### config.mk
export PLATFORM = sky130hd
export DESIGN_NAME = doorbell_irq_mapper
export DESIGN_NICKNAME = d
export VERILOG_FILES = /design/src/rtl/db_pkg.sv /design/src/rtl/db_event_fold.sv /design/src/rtl/db_w1c_reg.sv /design/src/rtl/db_bit_decode.sv /design/src/rtl/doorbell_irq_mapper.sv
export SDC_FILE = /design/constraint.sdc
export NUM_CORES = 1
export LEC_CHECK = 0
export ABC_CLOCK_PERIOD_IN_PS = 1270
export BUFFER_PORTS_ARGS = -buffer_cell sky130_fd_sc_hd__buf_2
export CORE_MARGIN = 5
export CORE_UTILIZATION = 34
export CTS_CLUSTER_SIZE = 10
export DETAILED_ROUTE_END_ITERATION = 6
export GPL_TIMING_DRIVEN = 0
export PLACE_DENSITY = 0.86
export SLEW_MARGIN = 0
export SYNTH_ARGS = -nofsm -noshare
export SYNTH_HDL_FRONTEND = slang
export SYNTH_SLANG_ARGS = --single-unit
### constraint.sdc
create_clock -name clk -period 1.27 [get_ports clk]
set_input_delay 0.254 -clock clk [delete_from_list [all_inputs] [get_ports clk]]
set_output_delay 0.254 -clock clk [all_outputs]
set_load 0.01 [all_outputs]
### src/rtl/db_pkg.sv
package db_pkg;

  // Direction code carried by the top bit of a register index.
  typedef enum logic {
    DB_DIR_SEND = 1'b0,
    DB_DIR_RECV = 1'b1
  } db_dir_e;

  // Number of interfaces folded onto one bit.
  function automatic int db_share(input int n_if, input int pairs);
    return (n_if + pairs - 1) / pairs;
  endfunction

endpackage

### src/rtl/db_event_fold.sv
module db_event_fold #(
  parameter int N_IF  = 32,
  parameter int PAIRS = 8
) (
  input  logic             clk,
  input  logic             rst_n,
  input  logic [N_IF-1:0]  evt,
  output logic [PAIRS-1:0] hit
);
  localparam int SHARE = db_pkg::db_share(N_IF, PAIRS);

  logic [PAIRS-1:0][SHARE-1:0] part;

  for (genvar b = 0; b < PAIRS; b++) begin : g_bit
    for (genvar j = 0; j < SHARE; j++) begin : g_member
      if (b + j * PAIRS < N_IF) begin : g_live
        assign part[b][j] = evt[b + j * PAIRS];
      end else begin : g_pad
        assign part[b][j] = 1'b0;
      end
    end
    assign hit[b] = |part[b];
  end


  fold_nonzero_chk: assert property (@(posedge clk) disable iff (!rst_n)
    (evt != '0) |-> (hit != '0));


  fold_width_chk: assert property (@(posedge clk) disable iff (!rst_n)
    ($countones(hit) <= $countones(evt)));

endmodule

### src/rtl/db_w1c_reg.sv
module db_w1c_reg #(
  parameter int W = 16
) (
  input  logic         clk,
  input  logic         rst_n,
  input  logic [W-1:0] set_vec,
  input  logic         clr_we,
  input  logic [W-1:0] clr_mask,
  output logic [W-1:0] db_q
);
  logic [W-1:0] db_d;
  logic [W-1:0] clr_eff;
  logic         upd_en;

  always_comb begin
    clr_eff = clr_we ? clr_mask : '0;
    upd_en  = clr_we | (|set_vec);
    db_d    = (db_q & ~clr_eff) | set_vec;
  end

  always_ff @(posedge clk or negedge rst_n) begin
    if (!rst_n) begin
      db_q <= '0;
    end else if (upd_en) begin
      db_q <= db_d;
    end
  end


  set_lands_chk: assert property (@(posedge clk) disable iff (!rst_n)
    (set_vec != '0) |=> ((db_q & $past(set_vec)) == $past(set_vec)));


  w1c_clears_chk: assert property (@(posedge clk) disable iff (!rst_n)
    clr_we |=> ((db_q & $past(clr_mask & ~set_vec)) == '0));


  no_write_hold_chk: assert property (@(posedge clk) disable iff (!rst_n)
    !clr_we |=> ((db_q & $past(db_q)) == $past(db_q)));


  no_spurious_set_chk: assert property (@(posedge clk) disable iff (!rst_n)
    1'b1 |=> ((db_q & ~$past(db_q) & ~$past(set_vec)) == '0));

endmodule

### src/rtl/db_bit_decode.sv
module db_bit_decode #(
  parameter int N_IF  = 32,
  parameter int PAIRS = 8,
  localparam int IDX_W = $clog2(PAIRS)
) (
  input  logic            clk,
  input  logic            rst_n,
  input  logic [IDX_W:0]  sel_bit,
  output logic [N_IF-1:0] cand_if,
  output logic            cand_is_recv
);
  localparam int BASE_CNT = N_IF / PAIRS;
  localparam int REM_CNT  = N_IF % PAIRS;

  logic [IDX_W-1:0] sel_idx;
  db_pkg::db_dir_e  sel_dir;

  assign sel_idx      = sel_bit[IDX_W-1:0];
  assign sel_dir      = db_pkg::db_dir_e'(sel_bit[IDX_W]);
  assign cand_is_recv = (sel_dir == db_pkg::DB_DIR_RECV);

  for (genvar i = 0; i < N_IF; i++) begin : g_cand
    localparam logic [IDX_W-1:0] SLOT = IDX_W'(i % PAIRS);
    assign cand_if[i] = (sel_idx == SLOT);
  end


  cand_count_chk: assert property (@(posedge clk) disable iff (!rst_n)
    ($countones(cand_if) == BASE_CNT + ((int'(sel_idx) < REM_CNT) ? 1 : 0)));


  cand_low_chk: assert property (@(posedge clk) disable iff (!rst_n)
    (int'(sel_idx) < N_IF) |-> cand_if[sel_idx]);

endmodule

### src/rtl/doorbell_irq_mapper.sv
module doorbell_irq_mapper #(
  parameter int N_IF  = 32,
  parameter int PAIRS = 8,
  localparam int REG_W = 2 * PAIRS,
  localparam int SEL_W = $clog2(REG_W)
) (
  input  logic             clk,
  input  logic             rst_n,
  input  logic [N_IF-1:0]  send_evt,
  input  logic [N_IF-1:0]  recv_evt,
  input  logic             clr_we,
  input  logic [REG_W-1:0] clr_mask,
  input  logic [SEL_W-1:0] sel_bit,
  output logic [REG_W-1:0] db_bits,
  output logic             irq,
  output logic [N_IF-1:0]  cand_if,
  output logic             cand_is_recv
);
  logic [1:0]       rst_sync;
  logic             rst_core_n;
  logic [PAIRS-1:0] send_hit;
  logic [PAIRS-1:0] recv_hit;

  always_ff @(posedge clk or negedge rst_n) begin
    if (!rst_n) begin
      rst_sync <= 2'b00;
    end else begin
      rst_sync <= {rst_sync[0], 1'b1};
    end
  end
  assign rst_core_n = rst_sync[1];

  db_event_fold #(.N_IF(N_IF), .PAIRS(PAIRS)) u_fold_send (
    .clk(clk), .rst_n(rst_core_n), .evt(send_evt), .hit(send_hit));

  db_event_fold #(.N_IF(N_IF), .PAIRS(PAIRS)) u_fold_recv (
    .clk(clk), .rst_n(rst_core_n), .evt(recv_evt), .hit(recv_hit));

  db_w1c_reg #(.W(REG_W)) u_reg (
    .clk(clk), .rst_n(rst_core_n), .set_vec({recv_hit, send_hit}),
    .clr_we(clr_we), .clr_mask(clr_mask), .db_q(db_bits));

  db_bit_decode #(.N_IF(N_IF), .PAIRS(PAIRS)) u_dec (
    .clk(clk), .rst_n(rst_core_n), .sel_bit(sel_bit),
    .cand_if(cand_if), .cand_is_recv(cand_is_recv));

  assign irq = |db_bits;


  irq_fall_needs_clear_chk: assert property (@(posedge clk) disable iff (!rst_core_n)
    $fell(irq) |-> $past(clr_we));


  irq_hold_chk: assert property (@(posedge clk) disable iff (!rst_core_n)
    (irq && !clr_we) |=> irq);


  reset_clear_chk: assert property (@(posedge clk)
    !rst_core_n |-> (!irq && db_bits == '0));

endmodule

==> results.md, run 1 <==
- Status: finished with violations
- Failing checks: setup timing
- Top cells by area, synth: dfrtp_1, buf_4, a21o_1
- Tcrit/Tclk final: 123%
- Most common cell in the netlist: buf_4
- Met2 WL: 1.89 mm
- Worst-Margin Slew: 636 ps
- Wire length on met3: 582 µm
- # nets final: about 340
- R2R cell count: 3
- DR iter-0 viols: 13
- Seq/Total Area, Yosys: 43.2%
- Synth area leader: dfrtp_1
- Initial antenna violation count: 0
- Hold depth: 3
- Async set or reset register ratio after synthesis: 100%
- Psw: 0.325 mW
- Number of global-route vias before repair: 1334
- Die X: 65.4 µm
- Detail Route Antenna Nets: 0
- Placed Instances: 275
- Finished Layout Cells: approximately 280
- Maximum fanout along the worst path: 2
- Post-DP HPWL: approximately 3.3 mm
- Diodes inserted: 0
- WL met1: 1.24 mm
- CP Class: reg -> out
- First-pass detailed-route iteration total: 4
- Vias: 1331
- CORE AREA: 3000 µm²
- Critical Path AT: roughly 1300 ps
- Ys Warns: 0
- Final Hold Viols: 0
- Yosys top cell area share: 43.2%
- Overall routing resource usage: 17.3%
- Mean routed wirelength per cell: approximately 13 µm
- Switching Share: 25.5%
- Vias/cell: 4.69
- Sequential Power Share: 46.9%
- Worst Skew: approximately 6.6 ps
- Clock share of power: between 20% and 30%
- Die ar.: 4270 µm²
- Endpoints failing setup: 2
- Yosys cell types: 15
- Overflow after GRT: 0
- I/O pin total: 137
- Synth Instances: 108
- I/O Buffers: 134
- H-tree depth: 1
- Layout cell share with drive strength beyond 1: 70.9%
- Final wirelength: 3.77 mm
- Mapped Nets: 195
- CTS root buffer: clkbuf_4
- CTS max path bufs: 2
- Place WS: -192 ps
- Total power: ~1.3 mW
- Worst Setup End Kind: output port
- Combinational share of power: 25.1%
- Main synth FF type: dfrtp_1
- Die H: 65.4 µm
- Worst rel slew slack: roughly 58%
- Avg Inst Size Synth: around 9.7 µm²
- VDD IR max: between 600 and 700 µV
- Final setup margin: -292 ps
- Power Internal: roughly 0.95 mW
- Reg2reg setup slack: around 350 ps
- Initial Util: 34.7%
- Layout area overhead: 86.4%
- TritonCTS clock tree: built
- Leak: 1.05 nW
- Clock Sinks: 18
- Design Area, Final: 1940 µm²
- Top routing layer in use: met4
- Max-slew violations: 0
- Number of max-cap violations: 0
- Row Count: 20
- Number of synthesized register bits: 18
- Placed inst area: 1750 µm²
- Routability cong.: between 0.6 and 0.7
- DRC viols: 0
- HP Class: in -> reg
- Upper clock frequency limit: 640 MHz
- Post-synth EDFFs: 0
- Wire length of the first global-routing pass: 5.62 mm
- Clock-pin slew of the registers on the worst-case setup and hold paths: 110 ps
- Startpoint Class: register
- Post-layout util: about two thirds
- WP data required: 1020 ps
- RSZ-0062 raised after global routing: yes
- Largest net degree at the start of global routing: 17
- PD cells: 655 nW/µm²
- Crit path time final: 1560 ps
- Most frequent cells after synthesis: buf_4, dfrtp_1, nand2_1
- Worst skew pair latency: 290 ps
- Total CTS buffers: 3
- Mapped cell area: 1040 µm²
-- worst max-delay path, cell delays in order (launching register included) --
cell and delay (ps):
dfrtp_1 420, nor4_4 300, nand4_1 130, buf_2 160
-- path summary, 6_finish.rpt --
kind,startpoint,endpoint
worst min register to register,rst_sync[1],u_reg.db_q[10]
max in group asynchronous,rst_sync[1],u_reg.db_q[1]
worst max-delay path,u_reg.db_q[14],irq
min in group asynchronous,rst_n,rst_sync[0]
worst min-delay path,send_evt[28],u_reg.db_q[4]
worst max register to register,u_reg.db_q[6],u_reg.db_q[6]
-- sequential cells by signal, summed over array words and instances (netlist names) --
name,count
rst_sync,2
u_reg.db_q,16
-- area by class of cell --
type / instances / area [µm²]
Tap cell: 33 / 41.3
Clock buffer: 4 / 36.3
Sequential cell: 18 / 450
Fill cell: 245 / 1060
Timing Repair Buffer: 139 / 728
Buffer: 27 / 198
Multi-Input combinational cell: 63 / 489
-- stage by stage --
step / hold WS [ps] / TNS (ps)
floorplan: -41.6 / 0
global placement: 40.9 / -1580
global route: 197 / -517
finish: 210 / -359
CTS: 202 / -371
detailed placement: 45.8 / -1490
-- layer usage --
layer / GRT usage (%) / vias to the layer above
li1: - / 646
met5: 0 / -
met4: 6.99 / 0
met3: 7.86 / 4
met1: 16.5 / 587
met2: 31.6 / 94
-- power by group through the flow --
stage	sequential, mW	combinational (mW)	clock (mW)
floorplan	0.606	0.112	0
global route	0.600	0.352	0.397
finish	0.597	0.319	0.357
CTS	0.597	0.307	0.368
global placement	0.607	0.289	0
detailed placement	0.607	0.296	0
-- layout by cell type, fill, tap and decap left out, types with 2 or more instances in the layout --
| cell | n |
|---|---|
| nand2_1 | 17 |
| buf_2 | 131 |
| clkbuf_4 | 3 |
| nor4_2 | 2 |
| nor3b_4 | 3 |
| buf_4 | 31 |
| nor4_4 | 2 |
| a21o_1 | 16 |
| buf_6 | 2 |
| or4_1 | 16 |
| dfrtp_1 | 18 |
| and3b_1 | 2 |
-- kinds of logic (layout without fill, tap and decap cells) --
| family | Yosys count | in the layout | share of synthesized area (%) |
|---|---|---|---|
| AO/OA/AOI/OAI | 16 | 16 | 11.5 |
| AND/OR/NAND/NOR | 46 | 46 | 25.9 |
| buffers and inverters | 27 | 170 | 19.0 |
| flip-flops | 18 | 18 | 43.2 |
| other | 1 | 1 | 0.360 |
-- repair_timing --
item / 4_1_cts / 5_1_grt
setup endpoints to repair: 15 / 18
setup buffers: 2 / 2
hold buffers: 1 / 0
endpoints found under the hold margin: 2 / 0
gates resized for setup: 9 / 15
pin swaps: 3 / 2
Power figures use the tool's default switching activity.
==> run 2, diff against run 1 <==
==> constraint.sdc (replaced) <==
create_clock -name clk -period 1.27 [get_ports clk]
set_input_delay 0 -clock clk [delete_from_list [all_inputs] [get_ports clk]]
set_output_delay 0 -clock clk [all_outputs]
set_load 0.01 [all_outputs]
==> run 2 against run 1 <==
Against the previous run:
- the run still ends with setup timing left
- power is 16% higher
- sequential cell count stayed put
- first-iteration DRC count grew to 5.8 times the previous value
- cell count is 26% higher
- critical path depth stayed put
- die area stayed put
- sequential share of layout area is 5.9 points lower
- core utilization is 22 points higher
- wire length is 86% higher
- count of clock-buffer cells in the layout stayed put
- via count is 37% higher
- combinational power is 60% higher
- highest routed layer unchanged
==> results.md, run 2 (synthesized netlist as in run 1, its figures left out) <==
- TritonCTS clock tree: built
- Number of global-route vias before repair: 2006
- RSZ-0062 raised after global routing: yes
- VDD IR max: ~660 µV
- Clock Sinks: 18
- Leading cell type in the layout, fill and taps excluded: buf_2
- Worst path cell trace: nor4_4 > nand4_1 > buf_2
- HP Class: in -> reg
- Vias/cell: 5.10
- Most flop-heavy register: u_reg.db_q
- Maximum fanout along the worst path: 3
- Psw: approximately 0.39 mW
- Mean routed wirelength per cell: just under 20 µm
- Vias: 1820
- Post-DP HPWL: 3.32 mm
- Worst Setup End Kind: output port
- Upper clock frequency limit: roughly 700 MHz
- Worst-Margin Slew: 679 ps
- Layout cell share with drive strength beyond 1: 54.0%
- Clock-pin slew of the registers on the worst-case setup and hold paths: 110 ps
- Final wirelength: 7.03 mm
- Switching Share: 26.5%
- Max-slew violations: 0
- Initial Util: a little over a third
- Critical Path AT: 1440 ps
- Worst rel slew slack: between 50% and 60%
- Final Hold Viols: 0
- Largest register FFs: 16
- DR iter-0 viols: 76
- Total CTS buffers: 3
- Wire length of the first global-routing pass: ~10 mm
- Die H: 65.4 µm
- Leak: about 1.3 nW
- Tcrit/Tclk final: 113%
- Design Area, Final: around 2600 µm²
- Failing checks: setup timing
- Number of max-cap violations: 0
- Power Internal: ~1.1 mW
- PD cells: approximately 570 nW/µm²
- Placed inst area: between 1500 and 2000 µm²
- CP max-delay cell: dfrtp_1
- CP max stage delay: approximately 460 ps
- Overall routing resource usage: 33.2%
- Worst Skew: 5.39 ps
- Diodes inserted: 0
- Overflow after GRT: 0
- Layout area overhead: 151%
- I/O Buffers: 134
- Die ar.: 4270 µm²
- Combinational share of power: 34.5%
- Endpoints failing setup: 1
- CP Class: reg -> out
- Sequential Power Share: 40.6%
- Worst skew pair latency: roughly 300 ps
- CORE AREA: 3000 µm²
- Most frequent cells in the layout: buf_2, dlygate4sd3_1, buf_4
- Detail Route Antenna Nets: 0
- Largest net degree at the start of global routing: 17
- Largest delay share family, worst path: simple AND/OR/NAND/NOR gates
- Crit path buf inv count: 1
- Row Count: 20
- First-pass detailed-route iteration total: 4
- Die X: 65.4 µm
- Routability cong.: 0.677
- I/O pin total: 137
- H-tree depth: 1
- Startpoint Class: register
- Post-layout util: 87.1%
- Largest registers: u_reg.db_q: 16 flops, rst_sync: 2 flops
- Status: finished with violations
- Initial antenna violation count: 0
- CTS max path bufs: 2
- Final setup margin: -167 ps
- DRC viols: 0
- Clock share of power: 24.9%
- Crit path time final: roughly 1400 ps
- # nets final: around 410
- WP data required: 1270 ps
- CTS root buffer: clkbuf_4
==> run 2: final timing paths <==
check,slack (ps),endpoint,start,depth (start not counted)
hold reg to reg,280,u_reg.db_q[8],rst_sync[1],0
setup / recovery,-170,irq,u_reg.db_q[1],3
hold / removal,7,u_reg.db_q[5],send_evt[21],3
setup reg to reg,290,u_reg.db_q[14],u_reg.db_q[14],3
min in group asynchronous,280,u_reg.db_q[8],rst_sync[1],0
max in group asynchronous,510,u_reg.db_q[4],rst_sync[1],0
==> run 2: cell type report <==
cell class / instances / area (µm²)
well taps: 33 / 41.3
fillers: 138 / 388
multi-input cells: 63 / 445
repair buffers: 212 / 1440
clock buffers: 4 / 36.3
flip-flops and latches: 18 / 453
plain buffers: 27 / 198
==> run 2: through the flow <==
step / setup WS (ps) / setup TNS [ps] / cells / total power [mW] / hold slack, ps
3_3_place_gp: 153 / 0 / 275 / 0.896 / -213
4_1_cts: -86.4 / -86.4 / 355 / 1.44 / 8.79
2_1_floorplan: 423 / 0 / 108 / 0.719 / -296
5_1_grt: -247 / -247 / 357 / 1.55 / 7.91
6_report: -167 / -167 / 357 / 1.48 / 6.54
3_5_place_dp: 114 / 0 / 275 / 0.903 / -208
==> run 2: timing repair <==
item	in CTS	in global routing
gates resized for setup	4	5
buffers inserted	2	2
hold buffers	74	0
endpoints found under the setup margin	1	1
endpoints found under the hold margin	18	0
gates cloned	0	0
pin swaps	3	1
==> run 2: power by group through the flow <==
stage / clock [mW] / sequential, mW / combinational [mW]
detailed placement: 0 / 0.607 / 0.296
global route: 0.404 / 0.603 / 0.544
global placement: 0 / 0.607 / 0.289
CTS: 0.368 / 0.597 / 0.470
floorplan: 0 / 0.606 / 0.112
finish: 0.368 / 0.600 / 0.510
==> run 2: per-layer routing <==
metal	wire length, µm	GRT usage, %	up-vias
met1	2360	32.1	826
met4	371	18.4	0
li1	-	-	795
met2	3410	60.3	161
met3	886	12.3	38
met5	0	0	-
==> run 2: tightest hold or removal path: stages <==
cell	delay [ps]
buf_2	80
or4_1	110
a21o_1	90
==> run 3, diff against run 2 <==
==> constraint.sdc (replaced) <==
create_clock -name clk -period 1.27 [get_ports clk]
set_input_delay 0.0635 -clock clk [delete_from_list [all_inputs] [get_ports clk]]
set_output_delay 0.0635 -clock clk [all_outputs]
set_load 0.01 [all_outputs]
==> run 3 against run 2 <==
Against the previous run:
- the run still ends with setup timing left
- sequential share of layout area rose by 6.7 points
- combinational power fell by 42%
- core utilization fell by 25 points
- critical path depth did not move
- via count fell by 27%
- first-iteration DRC count fell by 89%
- fmax rose by 5.8%
- critical path type unchanged
==> results.md, run 3 (synthesized netlist as in run 1, its figures left out) <==
- WP data required: 1210 ps
- Largest register FFs: 16
- DR iter-0 viols: 8
- Leading cell type in the layout, fill and taps excluded: buf_2
- VDD IR max: 611 µV
- Final setup margin: -87.9 ps
- Post-layout util: 62.4%
- Worst rel slew slack: around three fifths
- CTS root buffer: clkbuf_4
- I/O Buffers: 134
- Multi-input logic area: 437 µm²
- # fillers: 255
- Crit path time final: between 1000 and 1500 ps
- Maximum fanout along the worst path: 2
- Startpoint Class: register
- PD cells: between 600 and 700 nW/µm²
- R2R cell count: 3
- Number of global-route vias before repair: 1316
- TritonCTS clock tree: built
- Layout area overhead: 79.7%
- Leak: 1.02 nW
- Endpoints failing setup: 1
- Reg2reg setup slack: about 360 ps
- CP max-delay cell: dfrtp_1
- Largest delay share family, worst path: flip-flops
- Status: finished with violations
- Wire length of the first global-routing pass: 5.53 mm
- Register area: 450 µm²
- RSZ-0062 raised after global routing: yes
- Largest net degree at the start of global routing: 17
- Initial Util: between 30% and 40%
- I/O pin total: 137
- Vias/cell: 4.67
- Diodes inserted: 0
- Crit path buf inv count: 1
- Final wirelength: 3.68 mm
- HP Class: in -> reg
- CORE AREA: 3000 µm²
- Reg-to-reg startpoint: u_reg.db_q[6]
- Total CTS buffers: 3
- DRC viols: 0
- Critical path depth: 3
- Die ar.: about 4300 µm²
- Detail Route Antenna Nets: 0
- Overall routing resource usage: 17.0%
- Worst skew pair latency: 290 ps
- Clock-pin slew of the registers on the worst-case setup and hold paths: 100 ps
- Routability cong.: approximately 0.68
- Max-slew violations: 0
- Post-DP HPWL: around 3.3 mm
- Number of max-cap violations: 0
- Most flop-heavy register: u_reg.db_q
- Design Area, Final: 1870 µm²
- Failing checks: setup timing
- Overflow after GRT: 0
- CP Launch Point: u_reg.db_q[14]
- CTS max path bufs: 2
- Vias: 1327
- Worst Skew: 3.41 ps
- Most frequent cells in the layout: buf_2, buf_4, dfrtp_1
- First-pass detailed-route iteration total: 4
- Clock Sinks: 18
- Placed Instances: 275
- Tcrit/Tclk final: 107%
- Worst-Margin Slew: 627 ps
- Critical Path AT: 1290 ps
- Largest registers: u_reg.db_q: 16 flops, rst_sync: 2 flops
- Final Hold Slack: 25.0 ps
- Worst path cell trace: nor4_4 > nand4_1 > buf_2
- Die H: 65.4 µm
- # nets final: 339
- Upper clock frequency limit: 736 MHz
- Layout cell share with drive strength beyond 1: roughly 69%
- H-tree depth: 1
- R2r endpoint: u_reg.db_q[6]
- Finished Layout Cells: 284
- CP max stage delay: 420 ps
- Final Hold Viols: 0
- Worst Setup End Kind: output port
- Die X: 65.4 µm
- Hold depth: 3
- Placed inst area: around 1800 µm²
- CP Class: reg -> out
- Mean routed wirelength per cell: 13.0 µm
- Total power: 1.24 mW
- Row Count: 20
- CP Capture Point: irq
- Initial antenna violation count: 0
run 3: layout make-up:
cell class,instances,share of cell area [%]
buffer,27,10.6
clock buffer,4,1.94
multi-input combinational,63,23.3
sequential,18,24.0
tap,33,2.20
timing repair buffer,139,37.9
run 3: per-stage QoR:
stage	setup WS [ps]	setup TNS (ps)
detailed placement	50.4	0
finish	-87.9	-87.9
global route	-172	-172
CTS	-150	-150
floorplan	360	0
global placement	89.6	0
run 3: worst register-to-register path, stage by stage, from the launching register on:
cell and delay, ps:
dfrtp_1 420, buf_4 140, buf_4 120, a21o_1 140
run 3: timing repair:
item	CTS	global route
pin swaps	3	1
hold buffers	1	0
setup buffers	2	2
resized for setup	4	2
endpoints found under the hold margin	2	0
setup endpoints to repair	1	1
run 3: power breakdown:
part | switching [mW] | leakage, nW | internal (mW)
Combinational | 0.116 | 0.837 | 0.181
Sequential | 0.0156 | 0.165 | 0.581
Clock | 0.176 | 0.0210 | 0.175
Total | 0.308 | 1.02 | 0.937
run 3: how the worst min path moves through the flow:
stage | start | end | slack (ps)
after global placement | rst_n | rst_sync[0] | -150
final | send_evt[28] | u_reg.db_q[4] | 30
after CTS | send_evt[28] | u_reg.db_q[4] | 10
after floorplan | rst_n | rst_sync[0] | -230
after detailed placement | rst_n | rst_sync[0] | -140
after global routing | recv_evt[29] | u_reg.db_q[13] | 7
run 3: per-layer routing:
layer  track usage, %  vias up  wire length (µm)
li1                 -      646                 -
met1             16.0      581              1180
met2             31.4       96              1840
met3             7.86        4               608
met4             6.99        0                52
met5                0        -                 0
